## config.mk

```make
export PLATFORM = sky130hd
export DESIGN_NAME = pwm_capture_timer
export DESIGN_NICKNAME = d
export VERILOG_FILES = /design/src/rtl/ptc_pkg.sv /design/src/rtl/ptc_clk_sel.sv /design/src/rtl/ptc_count.sv /design/src/rtl/ptc_oc.sv /design/src/rtl/pwm_capture_timer.sv
export SDC_FILE = /design/constraint.sdc
export NUM_CORES = 1
export LEC_CHECK = 0
export BUFFER_PORTS_ARGS = -buffer_cell sky130_fd_sc_hd__buf_2
export CAP_MARGIN = 20
export CORE_MARGIN = 8
export CORE_UTILIZATION = 55
export DETAILED_ROUTE_END_ITERATION = 12
export HOLD_SLACK_MARGIN = 0.15
export PLACE_DENSITY = 0.79
export REMOVE_ABC_BUFFERS = 1
export SLEW_MARGIN = 40
export SYNTH_ARGS = -nofsm -noshare
export SYNTH_HDL_FRONTEND = slang
export SYNTH_SLANG_ARGS = --single-unit
```

## constraint.sdc

```tcl
create_clock -name clk -period 4.4 [get_ports clk]
set_input_delay 0.22 -clock clk [delete_from_list [all_inputs] [get_ports clk]]
set_output_delay 0.22 -clock clk [all_outputs]
set_load 0.005 [all_outputs]
```

## src/rtl/ptc_pkg.sv

```systemverilog
package ptc_pkg;

    localparam int CW = 16;

    typedef enum logic [1:0] {
        PWM_OFF = 2'b00,
        PWM_8   = 2'b01,
        PWM_9   = 2'b10,
        PWM_10  = 2'b11
    } pwm_mode_e;

    typedef enum logic [2:0] {
        CS_STOP     = 3'd0,
        CS_CK       = 3'd1,
        CS_DIV8     = 3'd2,
        CS_DIV64    = 3'd3,
        CS_DIV256   = 3'd4,
        CS_DIV1024  = 3'd5,
        CS_EXT_FALL = 3'd6,
        CS_EXT_RISE = 3'd7
    } clk_sel_e;

    typedef enum logic [1:0] {
        OC_OFF    = 2'b00,
        OC_TOGGLE = 2'b01,
        OC_CLEAR  = 2'b10,
        OC_SET    = 2'b11
    } oc_mode_e;

    // Per-tick events from the counter, valid in the cycle before the edge
    typedef struct packed {
        logic ovf;       // wrap or arrival at zero
        logic hit;       // new value equals active compare
        logic rising;    // step direction of this tick
        logic cmp_zero;  // active compare is zero
        logic cmp_top;   // active compare is TOP
    } cnt_evt_t;

    function automatic logic [CW-1:0] top_of(pwm_mode_e m);
        case (m)
            PWM_8:   return CW'(16'h00FF);
            PWM_9:   return CW'(16'h01FF);
            PWM_10:  return CW'(16'h03FF);
            default: return '1;
        endcase
    endfunction

endpackage

```

## src/rtl/ptc_clk_sel.sv

```systemverilog
module ptc_clk_sel
    import ptc_pkg::*;
#(
    parameter int PRE_W = 10,
    parameter int SYNC_N = 2
) (
    input  logic     clk,
    input  logic     rst,
    input  clk_sel_e sel,
    input  logic     ext_clk,
    output logic     tick
);
    localparam int TAP8   = 3;
    localparam int TAP64  = 6;
    localparam int TAP256 = 8;

    logic [PRE_W-1:0]  pre;
    logic [SYNC_N:0]   sync;   // SYNC_N synchronisers plus one edge-history stage
    logic              ext_rise, ext_fall;

    always_ff @(posedge clk) begin
        if (rst) begin
            pre  <= '0;
            sync <= '0;
        end else begin
            pre  <= pre + 1'b1;
            sync <= {sync[SYNC_N-1:0], ext_clk};
        end
    end

    // edge detect behind the synchronisers
    assign ext_rise = sync[SYNC_N-1] & ~sync[SYNC_N];
    assign ext_fall = ~sync[SYNC_N-1] & sync[SYNC_N];

    // tick source select
    always_comb begin
        case (sel)
            CS_CK:       tick = 1'b1;
            CS_DIV8:     tick = &pre[TAP8-1:0];
            CS_DIV64:    tick = &pre[TAP64-1:0];
            CS_DIV256:   tick = &pre[TAP256-1:0];
            CS_DIV1024:  tick = &pre;
            CS_EXT_FALL: tick = ext_fall;
            CS_EXT_RISE: tick = ext_rise;
            default:     tick = 1'b0;
        endcase
    end

    // divided ticks are never back to back
    p_div8_gap_r5: assert property (@(posedge clk) disable iff (rst)
        (sel == CS_DIV8 && tick) |=> !tick);

    // an external edge tick is a single-cycle pulse
    p_ext_single_r6: assert property (@(posedge clk) disable iff (rst)
        (sel == CS_EXT_RISE && tick) |=> !ext_rise);

endmodule

```

## src/rtl/ptc_count.sv

```systemverilog
module ptc_count
    import ptc_pkg::*;
(
    input  logic           clk,
    input  logic           rst,
    input  pwm_mode_e      mode,
    input  logic           tick,
    input  logic           we,
    input  logic [CW-1:0]  wdata,
    input  logic           cmp_we,
    input  logic [CW-1:0]  cmp_wdata,
    output logic [CW-1:0]  cnt,
    output logic [CW-1:0]  ocr_buf,
    output logic [CW-1:0]  ocr_act,
    output cnt_evt_t       evt
);
    logic [CW-1:0] top, nxt;
    logic          pwm, dir_up, dir_n, step_up, adv;

    assign top = top_of(mode);
    assign pwm = (mode != PWM_OFF);
    assign adv = tick & ~we;           // a write wins over a tick

    // next value and direction
    always_comb begin
        nxt     = cnt + 1'b1;
        dir_n   = 1'b1;
        step_up = 1'b1;
        if (pwm) begin
            if (dir_up) begin
                if (cnt >= top) begin
                    nxt     = top - 1'b1;
                    dir_n   = 1'b0;
                    step_up = 1'b0;
                end
            end else if (cnt == '0) begin
                nxt = CW'(1);
            end else begin
                nxt     = cnt - 1'b1;
                dir_n   = 1'b0;
                step_up = 1'b0;
            end
        end
    end

    always_comb begin
        evt.ovf      = adv & (pwm ? (nxt == '0) : (cnt == '1));
        evt.hit      = adv & (nxt == ocr_act);
        evt.rising   = step_up;
        evt.cmp_zero = (ocr_act == '0);
        evt.cmp_top  = (ocr_act == top);
    end

    always_ff @(posedge clk) begin
        if (rst) begin
            cnt     <= '0;
            dir_up  <= 1'b1;
            ocr_buf <= '0;
            ocr_act <= '0;
        end else begin
            if (we) begin
                cnt <= wdata;
            end else if (tick) begin
                cnt    <= nxt;
                dir_up <= dir_n;
            end
            if (cmp_we)
                ocr_buf <= cmp_wdata;
            // immediate in normal mode, latched at TOP in PWM mode
            if (cmp_we && !pwm)
                ocr_act <= cmp_wdata;
            else if (pwm && adv && nxt == top)
                ocr_act <= ocr_buf;
        end
    end

    // in PWM mode each tick moves the counter by exactly one
    p_pwm_step_r2: assert property (@(posedge clk) disable iff (rst)
        (pwm && adv && cnt <= top) |=>
            (cnt == $past(cnt) + 1'b1 || cnt == $past(cnt) - 1'b1));

    // an in-range PWM counter never exceeds TOP
    p_pwm_bound_r2: assert property (@(posedge clk) disable iff (rst)
        (pwm && !we && cnt <= top) |=> (cnt <= $past(top)));

    // without a tick or a write the counter holds
    p_hold_r5: assert property (@(posedge clk) disable iff (rst)
        (!tick && !we) |=> $stable(cnt));

    // in PWM mode the active compare changes only on arrival at TOP
    p_act_at_top_r9: assert property (@(posedge clk) disable iff (rst)
        ($past(mode) != PWM_OFF && ocr_act != $past(ocr_act)) |->
            (cnt == top_of($past(mode))));

endmodule

```

## src/rtl/ptc_oc.sv

```systemverilog
module ptc_oc
    import ptc_pkg::*;
(
    input  logic     clk,
    input  logic     rst,
    input  logic     pwm,
    input  oc_mode_e oc_mode,
    input  cnt_evt_t evt,
    output logic     pin
);
    logic inv;
    logic off;

    assign inv = (oc_mode == OC_SET);
    assign off = (oc_mode == OC_OFF) || (pwm && oc_mode == OC_TOGGLE);

    always_ff @(posedge clk) begin
        if (rst) begin
            pin <= 1'b0;
        end else if (off) begin
            pin <= 1'b0;
        end else if (evt.hit) begin
            if (!pwm) begin
                // normal-mode compare actions
                case (oc_mode)
                    OC_TOGGLE: pin <= ~pin;
                    OC_CLEAR:  pin <= 1'b0;
                    default:   pin <= 1'b1;
                endcase
            end else if (evt.cmp_zero) begin
                pin <= inv;
            end else if (evt.cmp_top) begin
                pin <= ~inv;
            end else begin
                pin <= evt.rising ? inv : ~inv;
            end
        end
    end

    // the pin moves only on a match or a change of setting
    p_pin_hold_r10: assert property (@(posedge clk) disable iff (rst)
        (!evt.hit && $stable(oc_mode) && $stable(pwm)) |=> $stable(pin));

endmodule

```

## src/rtl/pwm_capture_timer.sv

```systemverilog
module pwm_capture_timer
    import ptc_pkg::*;
(
    input  logic        clk,
    input  logic        rst,
    input  logic [1:0]  mode,
    input  logic [2:0]  clk_sel,
    input  logic [1:0]  oc_mode,
    input  logic        ext_clk,
    input  logic        capt_in,
    input  logic        cnt_we,
    input  logic [15:0] cnt_wdata,
    input  logic        cmp_we,
    input  logic [15:0] cmp_wdata,
    input  logic [2:0]  flag_clr,
    output logic [15:0] cnt_q,
    output logic [15:0] cmp_q,
    output logic [15:0] cap_q,
    output logic        ovf_flag,
    output logic        cmp_flag,
    output logic        cap_flag,
    output logic        oc_pin
);
    pwm_mode_e     mode_e;
    logic          tick, capt_prev, cap_ev;
    logic [CW-1:0] ocr_act;
    cnt_evt_t      evt;

    assign mode_e = pwm_mode_e'(mode);

    ptc_clk_sel #(.PRE_W(10), .SYNC_N(2)) u_sel (
        .clk     (clk),
        .rst     (rst),
        .sel     (clk_sel_e'(clk_sel)),
        .ext_clk (ext_clk),
        .tick    (tick)
    );

    ptc_count u_cnt (
        .clk       (clk),
        .rst       (rst),
        .mode      (mode_e),
        .tick      (tick),
        .we        (cnt_we),
        .wdata     (cnt_wdata),
        .cmp_we    (cmp_we),
        .cmp_wdata (cmp_wdata),
        .cnt       (cnt_q),
        .ocr_buf   (cmp_q),
        .ocr_act   (ocr_act),
        .evt       (evt)
    );

    ptc_oc u_oc (
        .clk     (clk),
        .rst     (rst),
        .pwm     (mode_e != PWM_OFF),
        .oc_mode (oc_mode_e'(oc_mode)),
        .evt     (evt),
        .pin     (oc_pin)
    );

    assign cap_ev = capt_in & ~capt_prev;

    always_ff @(posedge clk) begin
        if (rst) begin
            capt_prev <= 1'b0;
            cap_q     <= '0;
            ovf_flag  <= 1'b0;
            cmp_flag  <= 1'b0;
            cap_flag  <= 1'b0;
        end else begin
            capt_prev <= capt_in;
            if (cap_ev)
                cap_q <= cnt_q;
            // sticky, set wins over clear
            ovf_flag <= (ovf_flag & ~flag_clr[0]) | evt.ovf;
            cmp_flag <= (cmp_flag & ~flag_clr[1]) | evt.hit;
            cap_flag <= (cap_flag & ~flag_clr[2]) | cap_ev;
        end
    end

    // a capture edge always leaves the capture flag set
    p_cap_flag_r8: assert property (@(posedge clk) disable iff (rst)
        (capt_in && !capt_prev) |=> cap_flag);

    // the capture register moves only on a capture edge
    p_cap_hold_r8: assert property (@(posedge clk) disable iff (rst)
        !(capt_in && !capt_prev) |=> $stable(cap_q));

    // a flag that is not cleared stays set
    p_ovf_sticky_r13: assert property (@(posedge clk) disable iff (rst)
        (ovf_flag && !flag_clr[0]) |=> ovf_flag);

endmodule

```

### Word-level counts from Yosys, hierarchy flattened

Index checks and enable logic that the tools add are counted.

* bits in registers: 83
* logic and storage cells: 94
* output and inout port bits: 52
* input bits: 48

* eq/ne operators: 17
* add/sub/neg operators: 4
* reductions and logical operators: 19
* bitwise operators: 21
* magnitude comparators: 1
* mux-type cells: 20

Operator list (number)
* $mux W16: 8
* $eq A16 B16 Y1: 3
* $logic_not A16 Y1: 3
* $pmux W16 S3: 1
* $sub A16 B1 Y16 const B: 2
* $add A16 B1 Y16 const B: 1
* $eq A16 B16 Y1 const B: 1
* $ge A16 B16 Y1: 1
* $eq A3 B3 Y1 const B: 4
* $add A10 B1 Y10 const B: 1
* $reduce_and A10 Y1: 1
* $and A1 B1 Y1: 9
* $mux W1: 9
* $not A1 Y1: 9
* $eq A2 B2 Y1 const B: 4
* $reduce_and A8 Y1: 1
* $pmux W1 S7: 1
* $eq A3 B2 Y1 const B: 2
* $reduce_and A6 Y1: 1
* $reduce_bool A2 Y1: 3
* $eq A2 B1 Y1 const B: 2
* $logic_and A1 B1 Y1: 4
* $eq A3 B1 Y1 const B: 1
* $or A1 B1 Y1: 3
* 7 further kinds: 7

### Logic depth before layout (Yosys ltp)

* depth after elaboration: 10
* depth in mapped cells: 15
* depth with buffers taken out: 13

### By module

Synthesis repeated with hierarchy kept, for this count alone.

* cell total of the unflattened synthesis: 649
* area total of the unflattened synthesis: 5472.7 µm²

Modules (own cells, without submodules)
* ptc_count: instances 1, area each 3923.8 µm², seq. area each 980.9 µm², cells each 495
* pwm_capture_timer: instances 1, area each 907.1 µm², seq. area each 400.4 µm², cells each 85
* ptc_clk_sel: instances 1, area each 546.8 µm², seq. area each 260.2 µm², cells each 57
* ptc_oc: instances 1, area each 95.1 µm², seq. area each 20.0 µm², cells each 12

### Worst setup path after synthesis

Ideal clock, no wire load.

* kind: input to register
* from: input port mode[1]
* to: register u_oc.pin
* data required time: 4.330 ns
* arrival time: 3.858 ns
* path buffers: 1
* cell stages on the path: 14
* setup slack: 0.472 ns
* setup time: 0.070 ns
* cell sequence: inv_1 -> ha_1 -> inv_1 -> ha_1 -> nand3_1 -> or4_1 -> and3_1 -> clkbuf_1 -> nor2_1 -> nor2_1 -> or4_1 -> or4_4 -> or4_1 -> a21oi_1

* longest elaborated chain between the ends: 10
* elaborated cells on any way between the ends: 23
* those cells by class: add/sub: 1; order compare: 1; eq/ne: 5; mux: 11; bitwise: 1; reduce/logical: 4

RTL lines
* start, declared: line pwm_capture_timer.sv:6 `input logic [1:0] mode,`
* $eq A2 B2 Y1 / $eq A2 B1 Y1 (equally long branches): line ptc_pkg.sv:40 `case (m)`
* $pmux W16 S3: line ptc_pkg.sv:40
* $ge A16 B16 Y1: line ptc_count.sv:31 `if (cnt >= top) begin`
* $mux W1: line ptc_count.sv:31
* $mux W1: line ptc_count.sv:30 `if (dir_up) begin`
* $mux W1: line ptc_count.sv:29 `if (pwm) begin`
* $mux W1: line ptc_oc.sv:35 `pin <= evt.rising ? inv : ~inv;`
* $mux W1: line ptc_oc.sv:32 `end else if (evt.cmp_top) begin`
* $mux W1: line ptc_oc.sv:30 `end else if (evt.cmp_zero) begin`
* $mux W1: line ptc_oc.sv:23 `if (!pwm) begin`
* end signal, assigned: line ptc_oc.sv:31 `pin <= inv;`
* end signal, assigned: line ptc_oc.sv:33 `pin <= ~inv;`
* end signal, assigned: line ptc_oc.sv:35
* end, declared: line ptc_oc.sv:9 `output logic pin`

Several ways; a longest one is shown, not always the timed one.
A chain may end at the register's enable or synchronous reset.

### Final worst setup path

* from: register u_cnt.cnt[0]
* to: register u_oc.pin

* longest elaborated chain between the ends: 8
* elaborated cells on any way between the ends: 18
* those cells by class: add/sub: 2; order compare: 1; eq/ne: 1; mux: 12; bitwise: 1; reduce/logical: 1

RTL lines
* start, declared: line ptc_count.sv:12 `output logic [CW-1:0] cnt,`
* start signal, assigned: line ptc_count.sv:62 `cnt <= wdata;`
* start signal, assigned: line ptc_count.sv:64 `cnt <= nxt;`
* $ge A16 B16 Y1 / $logic_not A16 Y1 (equally long branches): line ptc_count.sv:31, ptc_count.sv:36
* $mux W1, on equally long branches: line ptc_count.sv:31, ptc_count.sv:36
* $mux W1: line ptc_count.sv:30
* $mux W1: line ptc_count.sv:29
* $mux W1: line ptc_oc.sv:35
* $mux W1: line ptc_oc.sv:32
* $mux W1: line ptc_oc.sv:30
* $mux W1: line ptc_oc.sv:23

Several ways; a longest one is shown, not always the timed one.

==> flow_metrics.py <==
metrics = {
    "sta": {
        "finalSetupViolations": 0,
        "slew_headroom_pct": 54.8,
        "final-hold-violation-count": 0,
        "fin_crit_sh_pct": 95.4,
        "tns_ns": 0,
        "slew_viol_final": 0,
        "max_clock_freq_mhz": 238,
        "tightest_slew_ns": 0.676,
        "min_period_ns": 4.20,
        "fin_hold_ws_ns": 0.157,
        "clock_skew_ns": 0.00847,
        "rsz0062_at_grt": "no",
        "setup_ws_ns": 0.203,
    },
    "final_layout": {
        "fin_nets": 927,
        "drive_gt1_share_pct": 20.4,
        "syn_to_final_growth_pct": 22.4,
        "fill_cells": 843,
    },
    "floorplanning": {
        "std_cell_rows": 36,
        "start_util_pct": 56.8,
        "die_area_sq_mm": 0.0136,
        "core_sq_mm": 0.00982,
        "die_h_um": 117,
        "chipWidth_um": 117,
        "io_pins": 100,
    },
    "yosys": {
        "synth-seq-area-share_pct": 29.8,
        "netlist_area_sq_mm": 0.00558,
        "avgSynthCellArea_sq_um": 7.57,
        "synth_commonest_cells": "101 x nand2_1, 83 x dfxtp_1, 83 x nor2_1, 52 x a21oi_1, 35 x clkbuf_1",
        "synth_edf_count": 0,
        "syn_inst": 737,
        "ys.warnings.count": 0,
        "synth_cell_types": 70,
        "netlist.top_cell.by_area": "dfxtp_1",
        "synth_top_flop_cell": "dfxtp_1",
        "async_flop_share_pct": 0,
        "synth_seq_cells": 83,
        "synth.most_common_cell": "nand2_1",
        "synth_area_leaders": "dfxtp_1 30%, nand2_1 6.8%, nor2_1 5.6%",
        "yosys.area.top_type_share_pct": 29.8,
    },
    "cts": {
        "cts_tree": "done",
        "cts_buffers": 9,
        "cts_max_path_buffers": 2,
        "cts.clk_slew.worst_paths_ns": 0.09,
        "cts-root-buf": "clkbuf_8",
        "htreeDepth": 3,
        "cts.sinks": 83,
        "clock_latency_ns": 0.36,
    },
    "run": {
        "cap_violations": 0,
    },
    "drt": {
        "firstDrtPassIters": 5,
        "vias": 6458,
        "drt-total-wl_mm": 21.3,
        "wire_per_inst_um": 21.2,
        "via_per_inst": 6.43,
        "ant_nets": 0,
        "drt_iter0_drc": 720,
        "drcViolationCount": 0,
    },
    "global_route": {
        "grt_max_degree": 50,
        "grt_pass1_vias": 6192,
        "antenna_found_initial": 0,
        "grt_usage_pct": 31.4,
        "grt-ovfl-total": 0,
        "grt_first_pass_wirelength_mm": 33.1,
    },
    "run_status": {
        "status": "finished clean",
    },
    "worst_setup_path": {
        "critPathMostFrequentCell": "or4_1",
        "critical-path-top-delay-family": "simple AND/OR/NAND/NOR gates",
        "start_kind": "register",
        "cp_cell_sequence": "ha_1 > nand4_1 > or4_1 > a21o_1 > a211oi_2 > xor2_1 > or4_1 > or4_4 > or4_1 > a21oi_1",
        "crit_type": "register to register",
        "crit_buf_inv": 0,
        "arrival_ns": 4.48,
        "critPathMaxFanout": 11,
        "slowest_stage": "or4_1",
        "worst_setup_path_end_kind": "register",
        "cp.required_ns": 4.69,
        "slowest_delay_ns": 0.62,
    },
    "pwr": {
        "ir_worst_vdd_mv": 0.212,
        "p_leak_nw": 2.78,
        "p_per_area_mw_per_mm2": 307,
    },
    "placed_design": {
        "portBuffers": 99,
        "gp_congestion": 1.07,
        "hpwl_mm": 15.9,
        "dpl_worst_slack_ns": 0.278,
    },
    "hold_path": {
        "hold_path_class": "input pin to register",
    },
}
-- routing by layer --
metal | up-vias | GRT usage, % | wire length, um
met5 | - | 0 | 0
met4 | 0 | 13.6 | 909
met3 | 88 | 7.03 | 2020
met2 | 370 | 51.5 | 9970
met1 | 3057 | 38.7 | 8400
li1 | 2943 | - | -
-- registers in the layout, summed over array words and instances, names as in the netlist --
signal	flops
cap_flag	1
cap_q	16
capt_prev	1
cmp_flag	1
ovf_flag	1
u_cnt.cnt	16
u_cnt.dir_up	1
u_cnt.ocr_act	16
u_cnt.ocr_buf	16
u_oc.pin	1
u_sel.pre	10
u_sel.sync	3
-- what timing repair did --
item / CTS / global route
hold endpoints to repair: 42 / 0
gates resized for setup: 0 / 4
hold buffers: 32 / 0
setup buffers: 0 / 1
setup endpoints to repair: 0 / 13
-- final timing paths --
check,startpoint,to,slack [ns],cells past startpoint
worst max-delay path,u_cnt.cnt[0],u_oc.pin,0.20,10
worst min-delay path,cnt_wdata[14],u_cnt.cnt[14],0.16,3
worst max register to register,u_cnt.cnt[0],u_oc.pin,0.20,10
worst min register to register,cap_q[5],cap_q[5],0.46,2
-- power breakdown --
part           switching [mW]  internal, mW
Combinational           0.379         0.267
Clock                   0.285         0.316
Sequential             0.0643         0.789
-- metrics by stage --
stage               std cells  total power, mW  area [sq um]  util [%]
floorplan                 683             1.20          5320         -
global placement          954             1.46          6270      63.9
detailed placement        954             1.46          6270      63.9
CTS                      1001             2.07          6800      69.3
global route             1002             2.19          6830      69.5
finish                   1004             2.10          6830      69.6
-- cell type report --
cell class              instances  area [sq um]  share of cell area (%)
diodes                          2          5.00                  0.0733
repair buffers                171          1120                    16.3
inverters                      17          63.8                   0.934
well taps                     133           166                    2.44
multi-input cells             583          3610                    52.8
flip-flops and latches         83          1660                    24.3
clock inverters                 5          78.8                    1.15
clock buffers                  10           128                    1.87
-- logic make-up after synthesis --
logic type	synth area share, %
AO/OA/AOI/OAI	22.2
XOR/XNOR	5.65
adder cells (fa/ha/maj)	3.14
buffers and inverters	5.85
flip-flops	29.8
multiplexers	4.53
AND/OR/NAND/NOR	28.8
-- placed cells by master (no fill, tap or decap), drive strengths merged, types with 5 or more instances in the layout --
cell         instances
a21boi               5
o31ai                6
xnor2               22
mux2i               23
or4                 17
nand3               21
nor3                24
or2                  6
a211o                5
ha                  14
xor2                14
nor2                83
nor4                14
o21a                 6
a311oi              21
nand4               15
dfxtp               83
a21oi               52
a211oi              13
inv                 16
nand2              101
nor2b               15
o211ai               9
buf                139
dlygate4sd3         32
o21ai               22
clkbuf              10
and3                11
or3                  7
-- worst reg2reg max path: cells and delay by family, from the launching register on --
family / cells / cell delay (ns)
AOI/OAI and AO/OA: 3 / 0.78
xor gates and xnor gates: 1 / 0.11
adders and majority gates: 1 / 0.36
DFF: 1 / 0.56
and+or+nand+nor: 5 / 2.30
(Power assumes the default switching activity.)
